## src/rtl/clipflag_pkg.sv

```systemverilog
// Package: shared widths, opcodes and decoded operation type for the
// clipping flag unit. Assumes a 32-bit instruction word.
package clipflag_pkg;

    localparam int INSN_W = 32;
    localparam int OPC_W  = 7;
    localparam int OPC_LSB = 25;

    localparam logic [OPC_W-1:0] OPC_LOAD  = 7'h11;
    localparam logic [OPC_W-1:0] OPC_ANYT  = 7'h12;
    localparam logic [OPC_W-1:0] OPC_FULLT = 7'h13;
    localparam logic [OPC_W-1:0] OPC_READ  = 7'h1C;

    typedef enum logic [2:0] {
        CF_NONE  = 3'd0,
        CF_LOAD  = 3'd1,
        CF_ANYT  = 3'd2,
        CF_FULLT = 3'd3,
        CF_READ  = 3'd4
    } cf_op_e;

endpackage

```

## src/rtl/clipflag_decode.sv

```systemverilog
// Decoder: turns a valid instruction word into an operation kind, the
// immediate mask and the destination index. Pure combinational logic.
// Assumes the opcode field occupies the top OPC_W bits of the word.
module clipflag_decode
    import clipflag_pkg::*;
#(
    parameter int FLAG_W = 24,
    parameter int IDX_W  = 5,
    parameter int IDX_LSB = 16
) (
    input  logic              insn_valid,
    input  logic [INSN_W-1:0] insn_word,
    output cf_op_e            op,
    output logic [FLAG_W-1:0] imm,
    output logic [IDX_W-1:0]  idx
);
    logic [OPC_W-1:0] opc;
    logic             unused_bits;

    assign opc = insn_word[OPC_LSB +: OPC_W];
    assign imm = insn_word[FLAG_W-1:0];
    assign idx = insn_word[IDX_LSB +: IDX_W];
    assign unused_bits = ^insn_word;

    // Map the opcode field to an operation; invalid words decode to none.
    always_comb begin
        op = CF_NONE;
        if (insn_valid) begin
            case (opc)
                OPC_LOAD:  op = CF_LOAD;
                OPC_ANYT:  op = CF_ANYT;
                OPC_FULLT: op = CF_FULLT;
                OPC_READ:  op = CF_READ;
                default:   op = CF_NONE;
            endcase
        end
    end
endmodule

```

## src/rtl/clipflag_store.sv

```systemverilog
// Flag history register: a load overwrites it, otherwise a clip result
// shifts it up by one group. Assumes FLAG_W is a multiple of CLIP_W.
module clipflag_store #(
    parameter int FLAG_W = 24,
    parameter int CLIP_W = 6
) (
    input  logic              clk,
    input  logic              rst_n,
    input  logic              load_en,
    input  logic [FLAG_W-1:0] load_val,
    input  logic              shift_en,
    input  logic [CLIP_W-1:0] shift_in,
    output logic [FLAG_W-1:0] flags
);
    localparam int GROUPS = FLAG_W / CLIP_W;

    logic [FLAG_W-1:0] shifted;

    // Each group takes the one below it; group 0 takes the new result.
    for (genvar g = 0; g < GROUPS; g++) begin : g_grp
        if (g == 0) begin : g_bottom
            assign shifted[CLIP_W-1:0] = shift_in;
        end else begin : g_upper
            assign shifted[g*CLIP_W +: CLIP_W] = flags[(g-1)*CLIP_W +: CLIP_W];
        end
    end

    // Register update: reset, then load, then shift, else hold.
    always_ff @(posedge clk) begin
        if (!rst_n) begin
            flags <= '0;
        end else if (load_en) begin
            flags <= load_val;
        end else if (shift_en) begin
            flags <= shifted;
        end
    end
endmodule

```

## src/rtl/clipflag_eval.sv

```systemverilog
// Evaluator: runs the two flag tests and the flag read against the
// current history and registers the integer writeback. Assumes the
// writeback is wider than the read field.
module clipflag_eval
    import clipflag_pkg::*;
#(
    parameter int FLAG_W   = 24,
    parameter int IDX_W    = 5,
    parameter int DATA_W   = 16,
    parameter int READ_W   = 12,
    parameter int TEST_IDX = 1
) (
    input  logic              clk,
    input  logic              rst_n,
    input  cf_op_e            op,
    input  logic [FLAG_W-1:0] imm,
    input  logic [IDX_W-1:0]  idx,
    input  logic [FLAG_W-1:0] flags,
    output logic              wb_en,
    output logic [IDX_W-1:0]  wb_idx,
    output logic [DATA_W-1:0] wb_data
);
    localparam logic [IDX_W-1:0] TEST_SEL = IDX_W'(TEST_IDX);

    logic              any_hit;
    logic              all_full;
    logic              do_wb;
    logic [IDX_W-1:0]  nxt_idx;
    logic [DATA_W-1:0] nxt_data;

    assign any_hit  = |(flags & imm);
    assign all_full = &(flags | imm);

    // Choose destination and value for the operation in flight.
    always_comb begin
        do_wb    = 1'b0;
        nxt_idx  = wb_idx;
        nxt_data = wb_data;
        case (op)
            CF_ANYT: begin
                do_wb    = 1'b1;
                nxt_idx  = TEST_SEL;
                nxt_data = DATA_W'(any_hit);
            end
            CF_FULLT: begin
                do_wb    = 1'b1;
                nxt_idx  = TEST_SEL;
                nxt_data = DATA_W'(all_full);
            end
            CF_READ: begin
                do_wb    = 1'b1;
                nxt_idx  = idx;
                nxt_data = {{(DATA_W-READ_W){1'b0}}, flags[READ_W-1:0]};
            end
            default: begin
                do_wb    = 1'b0;
            end
        endcase
    end

    // Register the writeback port one edge after the instruction.
    always_ff @(posedge clk) begin
        if (!rst_n) begin
            wb_en   <= 1'b0;
            wb_idx  <= '0;
            wb_data <= '0;
        end else begin
            wb_en   <= do_wb;
            wb_idx  <= nxt_idx;
            wb_data <= nxt_data;
        end
    end
endmodule

```

## src/rtl/clipflag_unit.sv

```systemverilog
// Top: clipping flag register unit. Decodes flag instructions, keeps the
// clip history and writes test and read results to the integer port.
// Assumes at most one instruction and one clip result per cycle.
module clipflag_unit
    import clipflag_pkg::*;
#(
    parameter int FLAG_W   = 24,
    parameter int CLIP_W   = 6,
    parameter int IDX_W    = 5,
    parameter int DATA_W   = 16,
    parameter int READ_W   = 12,
    parameter int TEST_IDX = 1
) (
    input  logic              clk,
    input  logic              rst_n,
    input  logic              insn_valid,
    input  logic [31:0]       insn_word,
    input  logic              clip_valid,
    input  logic [CLIP_W-1:0] clip_bits,
    output logic [FLAG_W-1:0] flags_q,
    output logic              wb_en,
    output logic [IDX_W-1:0]  wb_idx,
    output logic [DATA_W-1:0] wb_data
);
    cf_op_e            dec_op;
    logic [FLAG_W-1:0] dec_imm;
    logic [IDX_W-1:0]  dec_idx;

    clipflag_decode #(
        .FLAG_W(FLAG_W), .IDX_W(IDX_W), .IDX_LSB(16)
    ) u_dec (
        .insn_valid(insn_valid), .insn_word(insn_word),
        .op(dec_op), .imm(dec_imm), .idx(dec_idx)
    );

    clipflag_store #(
        .FLAG_W(FLAG_W), .CLIP_W(CLIP_W)
    ) u_store (
        .clk(clk), .rst_n(rst_n),
        .load_en(dec_op == CF_LOAD), .load_val(dec_imm),
        .shift_en(clip_valid), .shift_in(clip_bits),
        .flags(flags_q)
    );

    clipflag_eval #(
        .FLAG_W(FLAG_W), .IDX_W(IDX_W), .DATA_W(DATA_W),
        .READ_W(READ_W), .TEST_IDX(TEST_IDX)
    ) u_eval (
        .clk(clk), .rst_n(rst_n),
        .op(dec_op), .imm(dec_imm), .idx(dec_idx), .flags(flags_q),
        .wb_en(wb_en), .wb_idx(wb_idx), .wb_data(wb_data)
    );
endmodule

```

## config.mk

```make
export PLATFORM = sky130hd
export DESIGN_NAME = clipflag_unit
export DESIGN_NICKNAME = d
export VERILOG_FILES = /design/src/rtl/clipflag_pkg.sv /design/src/rtl/clipflag_decode.sv /design/src/rtl/clipflag_store.sv /design/src/rtl/clipflag_eval.sv /design/src/rtl/clipflag_unit.sv
export SDC_FILE = /design/constraint.sdc
export NUM_CORES = 1
export LEC_CHECK = 0
export BUFFER_PORTS_ARGS = -buffer_cell sky130_fd_sc_hd__buf_2
export CAP_MARGIN = 10
export CORE_MARGIN = 3
export CORE_UTILIZATION = 45
export CTS_CLUSTER_SIZE = 25
export DETAILED_ROUTE_END_ITERATION = 8
export GPL_TIMING_DRIVEN = 0
export PLACE_DENSITY = 0.77
export REMOVE_ABC_BUFFERS = 1
export SLEW_MARGIN = 20
export SYNTH_ARGS = -nofsm -noshare
export SYNTH_HDL_FRONTEND = slang
export SYNTH_SLANG_ARGS = --single-unit
```

## constraint.sdc

```tcl
create_clock -name clk -period 1.3 [get_ports clk]
set_input_delay 0.065 -clock clk [delete_from_list [all_inputs] [get_ports clk]]
set_output_delay 0.065 -clock clk [all_outputs]
set_load 0.02 [all_outputs]
```

### After elaboration in Yosys (flattened, before gate mapping)

Cells that the tools add are included.

| operators by class | value |
|---|---|
| equality and inequality tests | 8 |
| mux-type cells | 7 |
| bitwise gates (word level) | 2 |
| reductions and logical operators | 7 |

Operators by type and width:

| kind | number |
|---|---|
| 24-bit two-way mux | 2 |
| 16-bit case mux with 3 select lines | 1 |
| 7-bit by 5-bit equality test with 1-bit output, second input constant | 4 |
| 24-bit bitwise AND | 1 |
| 24-bit OR | 1 |
| 24-bit AND reduction | 1 |
| 24-bit OR reduction | 1 |
| 3-bit case mux with 4 select lines | 1 |
| 5-bit case mux with 2 select lines | 1 |
| 3-bit by 2-bit equality test with 1-bit output, second input constant | 2 |
| 2-bit nonzero test | 2 |
| 3-bit by 1-bit equality test with 1-bit output, second input constant | 1 |
| 3-bit equality test, second input constant | 1 |
| 3-bit two-way mux | 1 |
| 3-bit nonzero test | 1 |
| 3-bit OR reduction | 1 |
| 2-bit OR reduction | 1 |
| 1-bit two-way mux | 1 |

| word-level totals | value |
|---|---|
| register bits | 46 |

### Longest topological paths before layout

Gate-level depths: netlist of run 1.

| logic depth | value |
|---|---|
| depth in word-level cells | 6 |
| gate-level depth with buffers | 6 |
| depth with buffers taken out | 5 |

### Hierarchy

A second synthesis of run 1 with hierarchy kept.

| second synthesis, totals | value |
|---|---|
| cell total of the unflattened synthesis | 246 |
| area, all modules | 2486.1 um^2 |

By module, submodules not included:

| module | instances | cells an instance | area each (um^2) | seq. area each (um^2) |
|---|---|---|---|---|
| clipflag_store | 1 | 106 | 1297.5 | 480.5 |
| clipflag_eval | 1 | 104 | 914.6 | 360.3 |
| clipflag_decode | 1 | 35 | 261.5 | 0.0 |
| clipflag_unit | 1 | 1 | 12.5 | 0.0 |

### Least setup slack after synthesis of run 1

No wires, ideal clock.

| timing | value |
|---|---|
| path kind | reg-to-reg |
| start | reg u_store.flags[10] |
| end | reg u_eval.wb_data[0] |
| arrival | 1.188 ns |
| path slack | 0.038 ns |
| cell stages (with the launch flop) | 6 |
| path buffers | 0 |
| period minus slack after synthesis | 1.262 ns |
| cells stage by stage | dfxtp_1 > o22a_1 > o221ai_1 > nor3_1 > nand4_1 > a31oi_1 |

| on the way | value |
|---|---|
| word-level cells in the longest chain between the ends | 3 |
| elaborated cells between the ends (all ways) | 5 |

RTL lines:

| item | line | source |
|---|---|---|
| start, declared | clipflag_store.sv:13 | `output logic [FLAG_W-1:0] flags` |
| start signal, assigned | clipflag_store.sv:33 | `flags <= load_val;` |
| start signal, assigned | clipflag_store.sv:35 | `flags <= shifted;` |
| 24-bit OR / 24-bit bitwise AND (equally long branches) | clipflag_eval.sv:32, clipflag_eval.sv:31 |  |
| 24-bit AND reduction / 24-bit OR reduction (equally long branches) | clipflag_eval.sv:32, clipflag_eval.sv:31 |  |
| 16-bit case mux with 3 select lines * | clipflag_eval.sv:39 | `case (op)` |
| end signal, assigned | clipflag_eval.sv:70 | `wb_data <= nxt_data;` |
| end, declared | clipflag_eval.sv:21 | `output logic [DATA_W-1:0] wb_data` |

Every way passes the cells marked *; elsewhere a longest branch is shown, timed or not. The select of a mux whose other input is x is not followed.
A chain may end at the register's enable or synchronous reset.

### Worst setup path after layout of run 1

| timing | value |
|---|---|
| start | reg u_store.flags[22] |
| end | reg u_eval.wb_data[0] |

Same word-level chain as after synthesis.

==> impl_metrics.json, run 1 <==
{
  "status": "completed",
  "area_growth_pct": 25.7,
  "p_leak_nw": 1.21,
  "grt_pass1_vias": 1893,
  "synth-xor-area-share_pct": 0,
  "place_ws_ps": -496,
  "crit_fanout": 4,
  "r2r-end": "u_eval.wb_data[0]",
  "max_freq_ghz": 0.792,
  "worstPathRequired_ps": 1480,
  "synth_area_leaders": "dfxtp_1 39%, a211oi_2 12%, mux2i_1 11%, a22oi_1 9.5%, nor2_1 7.6%",
  "clock_latency_ps": 300,
  "tightest_slew_ps": 780,
  "finalSetupViolations": 0,
  "hold_path.class": "input port to flop",
  "timing.final.hold_violations": 0,
  "die_x_um": 74.8,
  "cp-start-kind": "flop",
  "slew_viol_final": 0,
  "cts.sinks": 42,
  "gp_congestion": 0.799,
  "die_area_um2": 5590,
  "yosys.area_share.simple_pct": 13.5,
  "initial_core_util_pct": 47.6,
  "final.setup_skew_ps": 4.85,
  "synth.most_common_cell": "nor2_1",
  "synthCells": 213,
  "ys_top_cells_by_count": "43 x nor2_1, 42 x dfxtp_1, 27 x a22oi_1, 24 x mux2i_1, 20 x a211oi_2",
  "cts-htree-levels": 2,
  "cap_violations": 0,
  "postLayoutSetupSlackWorst_ps": 37.3,
  "critPathArrivalTime_ps": 1440,
  "cts_made_buffers": 5,
  "fin_util_pct": 59.8,
  "rsz0062_at_grt": "true",
  "cts-root-buf": "clkbuf_8",
  "routed_wl_mm": 6.18,
  "ios": 88,
  "synth_ff_type": "dfxtp_1",
  "coreArea_um2": 4470,
  "synth_top_family_by_area": "compound AO/OA/AOI/OAI gates",
  "synth_edf_count": 0,
  "yosysSeqAreaShare_pct": 39.5,
  "via_per_inst": 5.87,
  "grt_max_degree": 29,
  "synth.distinct_cells": 33,
  "cts_setup_buffers": 0,
  "fin_crit_ps": 1260,
  "synth_compound_area_share_pct": 29.2,
  "dr.pass1.iters": 4,
  "min_from": "rst_n",
  "power_mw": 2.59,
  "drc": 0,
  "antenna_found_initial": 0,
  "hold_buffers": 0,
  "clk_pin_slew_ps": 80,
  "drtIter0Drc": 182,
  "synth_top_area_share_pct": 39.5,
  "cts_tree": "built",
  "num_vias": 2003,
  "syn_avg_cell_area_um2": 10.0,
  "holdPathStages": 2,
  "row_count": 24,
  "n_antenna_cell": 0,
  "hpwl_mm": 4.05,
  "die_h_um": 74.8,
  "yosys_warnings": 0,
  "async_flop_share_pct": 0,
  "ir_drop_mv": 0.662,
  "wl_per_cell_um": 18.1,
  "track_usage_pct": 22.0,
  "grt_overflow": 0,
  "grt_pass1_wl_mm": 9.31,
  "drt.antenna.violating_nets": 0,
  "drive_above_1_share_pct": 45.7,
  "reg2reg_depth": 4,
  "synthMuxAreaShare_pct": 11.3,
  "holdPathEnd": "u_eval.wb_idx[0]",
  "synth_fa_ha_area_share_pct": 0,
  "period_share_pct": 97.1,
  "max-slew-margin-rel_pct": 48.0,
  "layout.nets": 330,
  "syn_area_um2": 2130,
  "port_buffers": 82,
  "regToRegSetupSlack_ps": 40,
  "clockBufferDepth": 2,
  "yosysTopAreaCell": "dfxtp_1",
  "r2r-start": "u_store.flags[22]",
  "path_class": "flop to flop",
  "crit_path_end_kind": "flop",
  "power.density_nw_per_um2": 968,
  "ys_ff_latch": 42
}
[metal layers]
layer	vias to the layer above	track usage [%]	part of all wire, %
met5	-	0	0
met4	0	5.34	0.61
met3	6	5.61	7.2
met2	78	35.4	48
met1	964	29.7	44
li1	955	-	-
[worst max-delay path by stage]
| stage | from | to |
|---|---|---|
| after floorplan | insn_word[31] | u_store.flags[0] |
| after global placement | insn_word[31] | u_store.flags[14] |
| after detailed placement | insn_word[31] | u_store.flags[3] |
| after CTS | u_store.flags[11] | u_eval.wb_data[0] |
| after global routing | u_store.flags[22] | u_eval.wb_data[0] |
| final | u_store.flags[22] | u_eval.wb_data[0] |
[stage by stage]
step	setup TNS [ps]	area [µm²]	instances	hold WS, ps
detailed placement	-14850	2520	332	348
finish	0	2680	341	38.7
global placement	-30640	2490	331	329
floorplan	-14350	2010	197	203
global route	-48.2	2680	341	37.6
CTS	0	2640	341	34.4
[worst max-delay path: stages (launching register included)]
cell	delay, ps
dfxtp_1	360
a22oi_2	220
nand4_1	160
o311ai_2	310
a31oi_1	100
[cells in the final DEF, fill, tap and decap left out, types with 2 or more instances in the layout]
cell and count:
a22oi_2 5, a211oi_2 21, clkbuf_8 6, nor2_1 42, dfxtp_2 4, inv_2 2, buf_2 82, dfxtp_1 38
mux2i_1 24, nand4_1 4, conb_1 4, a211oi_1 3, o22ai_1 8, nand4b_4 2, o221ai_1 2, a22oi_1 22
[where the power goes]
part	internal [mW]	leakage (nW)	switching [mW]	total, mW
logic	0.154	0.816	0.212	0.365
registers	1.31	0.342	0.0407	1.35
clock network	0.429	0.0482	0.445	0.873
[timing repair]
item	CTS	global route
cloned	1	0
gates resized for setup	3	12
setup endpoints to repair	24	2
pin swaps	1	1
[cell type report]
type,count,area [µm²]
clock buffer,7,86.3
clock inverter,1,5.00
fill,402,1800
inverter,2,7.51
multi-input combinational,154,1240
sequential,42,846
tap,52,65.1
timing repair buffer,83,430
[state kept, by name (all words and copies together), names as in the netlist]
register and cells:
u_eval.wb_data 12, u_eval.wb_en 1, u_store.flags 24, u_eval.wb_idx 5
[kinds of logic (layout without fill, tap and decap cells)]
kind of cell           after synthesis  count (layout)
AOI/OAI and AO/OA                   69              69
and+or+nand+nor                     56              57
other                                1               4
buffers and inverters               21              93
DFF                                 42              42
muxes                               24              24
(Power assumes the default switching activity.)
==> inputs of run 2 (changes only) <==
--- a/config.mk
+++ b/config.mk
@@ -8,13 +8,14 @@
 export BUFFER_PORTS_ARGS = -buffer_cell sky130_fd_sc_hd__buf_2
 export CAP_MARGIN = 10
 export CORE_MARGIN = 3
-export CORE_UTILIZATION = 45
+export CORE_UTILIZATION = 48
 export CTS_CLUSTER_SIZE = 25
 export DETAILED_ROUTE_END_ITERATION = 8
 export GPL_TIMING_DRIVEN = 0
-export PLACE_DENSITY = 0.77
+export PLACE_DENSITY = 0.81
 export REMOVE_ABC_BUFFERS = 1
 export SLEW_MARGIN = 20
 export SYNTH_ARGS = -nofsm -noshare
 export SYNTH_HDL_FRONTEND = slang
 export SYNTH_SLANG_ARGS = --single-unit
+export TNS_END_PERCENT = 50
==> impl_metrics.json, run 2 (same netlist as run 1, synthesis figures left out) <==
{
  "hold_buffers": 0,
  "power.density_nw_per_um2": 1030,
  "final.setup_skew_ps": 7.35,
  "coreArea_um2": 4140,
  "routed_wl_mm": 6.09,
  "grt_pass1_vias": 1876,
  "final_cell_mix": "82 x buf_2, 42 x nor2_1, 39 x dfxtp_1",
  "p_leak_nw": 1.21,
  "cts_made_buffers": 5,
  "wl_per_cell_um": 18.0,
  "internal-power_mw": 2.04,
  "die_h_um": 72.6,
  "ios": 88,
  "cts_setup_buffers": 0,
  "n_antenna_cell": 0,
  "drc": 0,
  "track_usage_pct": 23.1,
  "antenna_found_initial": 0,
  "netSwitchingFraction_pct": 25.6,
  "grt_overflow": 0,
  "fill_cells": 368,
  "cts_tree": "built",
  "drive_above_1_share_pct": 43.6,
  "regMostFlops": "u_store.flags",
  "clock_latency_ps": 300,
  "stdcell_count": 339,
  "gp_congestion": 0.781,
  "layout_commonest_cell": "buf_2",
  "max_freq_ghz": 0.797,
  "p_clk_share_pct": 37.6,
  "grt_pass1_wl_mm": 9.56,
  "via_per_inst": 5.91,
  "fin_crit_ps": 1250,
  "hold_path.class": "input port to flop",
  "reg.largest.list": "u_store.flags: 24 flops, u_eval.wb_data: 12 flops, u_eval.wb_idx: 5 flops",
  "fin_util_pct": 64.4,
  "largest_reg_flops": 24,
  "timing.final.hold_violations": 0,
  "hpwl_mm": 4.07,
  "p_switching_mw": 0.700,
  "cts-htree-levels": 2,
  "max-slew-margin-rel_pct": 50.8,
  "worstPathRequired_ps": 1530,
  "die_area_um2": 5270,
  "ir_drop_mv": 0.687,
  "min_from": "rst_n",
  "slew_viol_final": 0,
  "pwr-share-seq_pct": 49.4,
  "clockBufferDepth": 2,
  "rsz0062_at_grt": "false",
  "drt.antenna.violating_nets": 0,
  "finalSetupViolations": 0,
  "pwr-share-comb_pct": 13.0,
  "row_count": 23,
  "grt_max_degree": 29,
  "cts-root-buf": "clkbuf_8",
  "crit_fanout": 6,
  "die_x_um": 72.6,
  "dr.pass1.iters": 4,
  "tightest_slew_ps": 738,
  "regToRegSetupSlack_ps": 50,
  "period_share_pct": 96.5,
  "initial_core_util_pct": 51.4,
  "layout.nets": 330,
  "crit_start": "u_store.flags[6]",
  "cp-start-kind": "flop",
  "path_class": "flop to flop",
  "num_vias": 2003,
  "placed_cells": 330,
  "area_growth_pct": 25.3,
  "cts.sinks": 42,
  "cap_violations": 0,
  "seq_area_um2": 845,
  "drtIter0Drc": 110,
  "r2r-start": "u_store.flags[6]",
  "critPathArrivalTime_ps": 1480,
  "clk_pin_slew_ps": 80,
  "crit_path_end_kind": "flop",
  "port_buffers": 82,
  "status": "completed",
  "multi_input_area_um2": 1210
}
[run 2: path summary, 6_finish.rpt]
kind | endpoint | depth (start not counted)
setup / recovery | u_eval.wb_data[0] | 4
hold reg to reg | u_eval.wb_data[7] | 2
hold / removal | u_eval.wb_idx[0] | 2
setup reg to reg | u_eval.wb_data[0] | 4
[run 2: worst max-delay path: stages (launching register included)]
cell	delay (ps)
dfxtp_1	470
o22ai_1	140
nor4_2	280
nand4_1	130
a31oi_1	170
[run 2: routing by layer]
metal | share of wire (%) | global-route usage (%) | vias up
li1 | - | - | 959
met1 | 43 | 31.4 | 951
met2 | 48 | 37.7 | 88
met3 | 7.8 | 5.65 | 5
met4 | 0.72 | 4.30 | 0
met5 | 0 | 0 | -
[run 2: cell type report]
class	instances	share of cell area, %
Multi-Input combinational cell	154	45.5
Clock buffer	6	2.72
Timing Repair Buffer	83	16.1
Sequential cell	42	31.7
Clock inverter	2	1.41
Inverter	2	0.281
Tap cell	50	2.35
[run 2: through the flow]
stage / hold WS (ps) / power [mW] / instance area [µm²] / worst slack [ps] / TNS (ps)
floorplan: 203 / 1.54 / 2010 / -607 / -14350
finish: 49.2 / 2.74 / 2670 / 45.6 / 0
CTS: 49.5 / 2.73 / 2650 / 5.23 / 0
global route: 51.1 / 2.82 / 2670 / 15.9 / 0
global placement: 329 / 1.70 / 2480 / -1040 / -29580
detailed placement: 369 / 1.72 / 2510 / -473 / -14910
[run 2: power groups by stage]
stage               Clock [mW]  Sequential, mW  Combinational, mW
floorplan                    0            1.40              0.141
global placement             0            1.38              0.323
detailed placement           0            1.38              0.337
CTS                       1.04            1.35              0.346
global route              1.08            1.36              0.380
finish                    1.03            1.35              0.356
[run 2: repair_timing]
item                       4_1_cts  5_1_grt
resized for setup                3        6
setup endpoints to repair       25        1
cloned                           1        0
pin swaps                        1        1
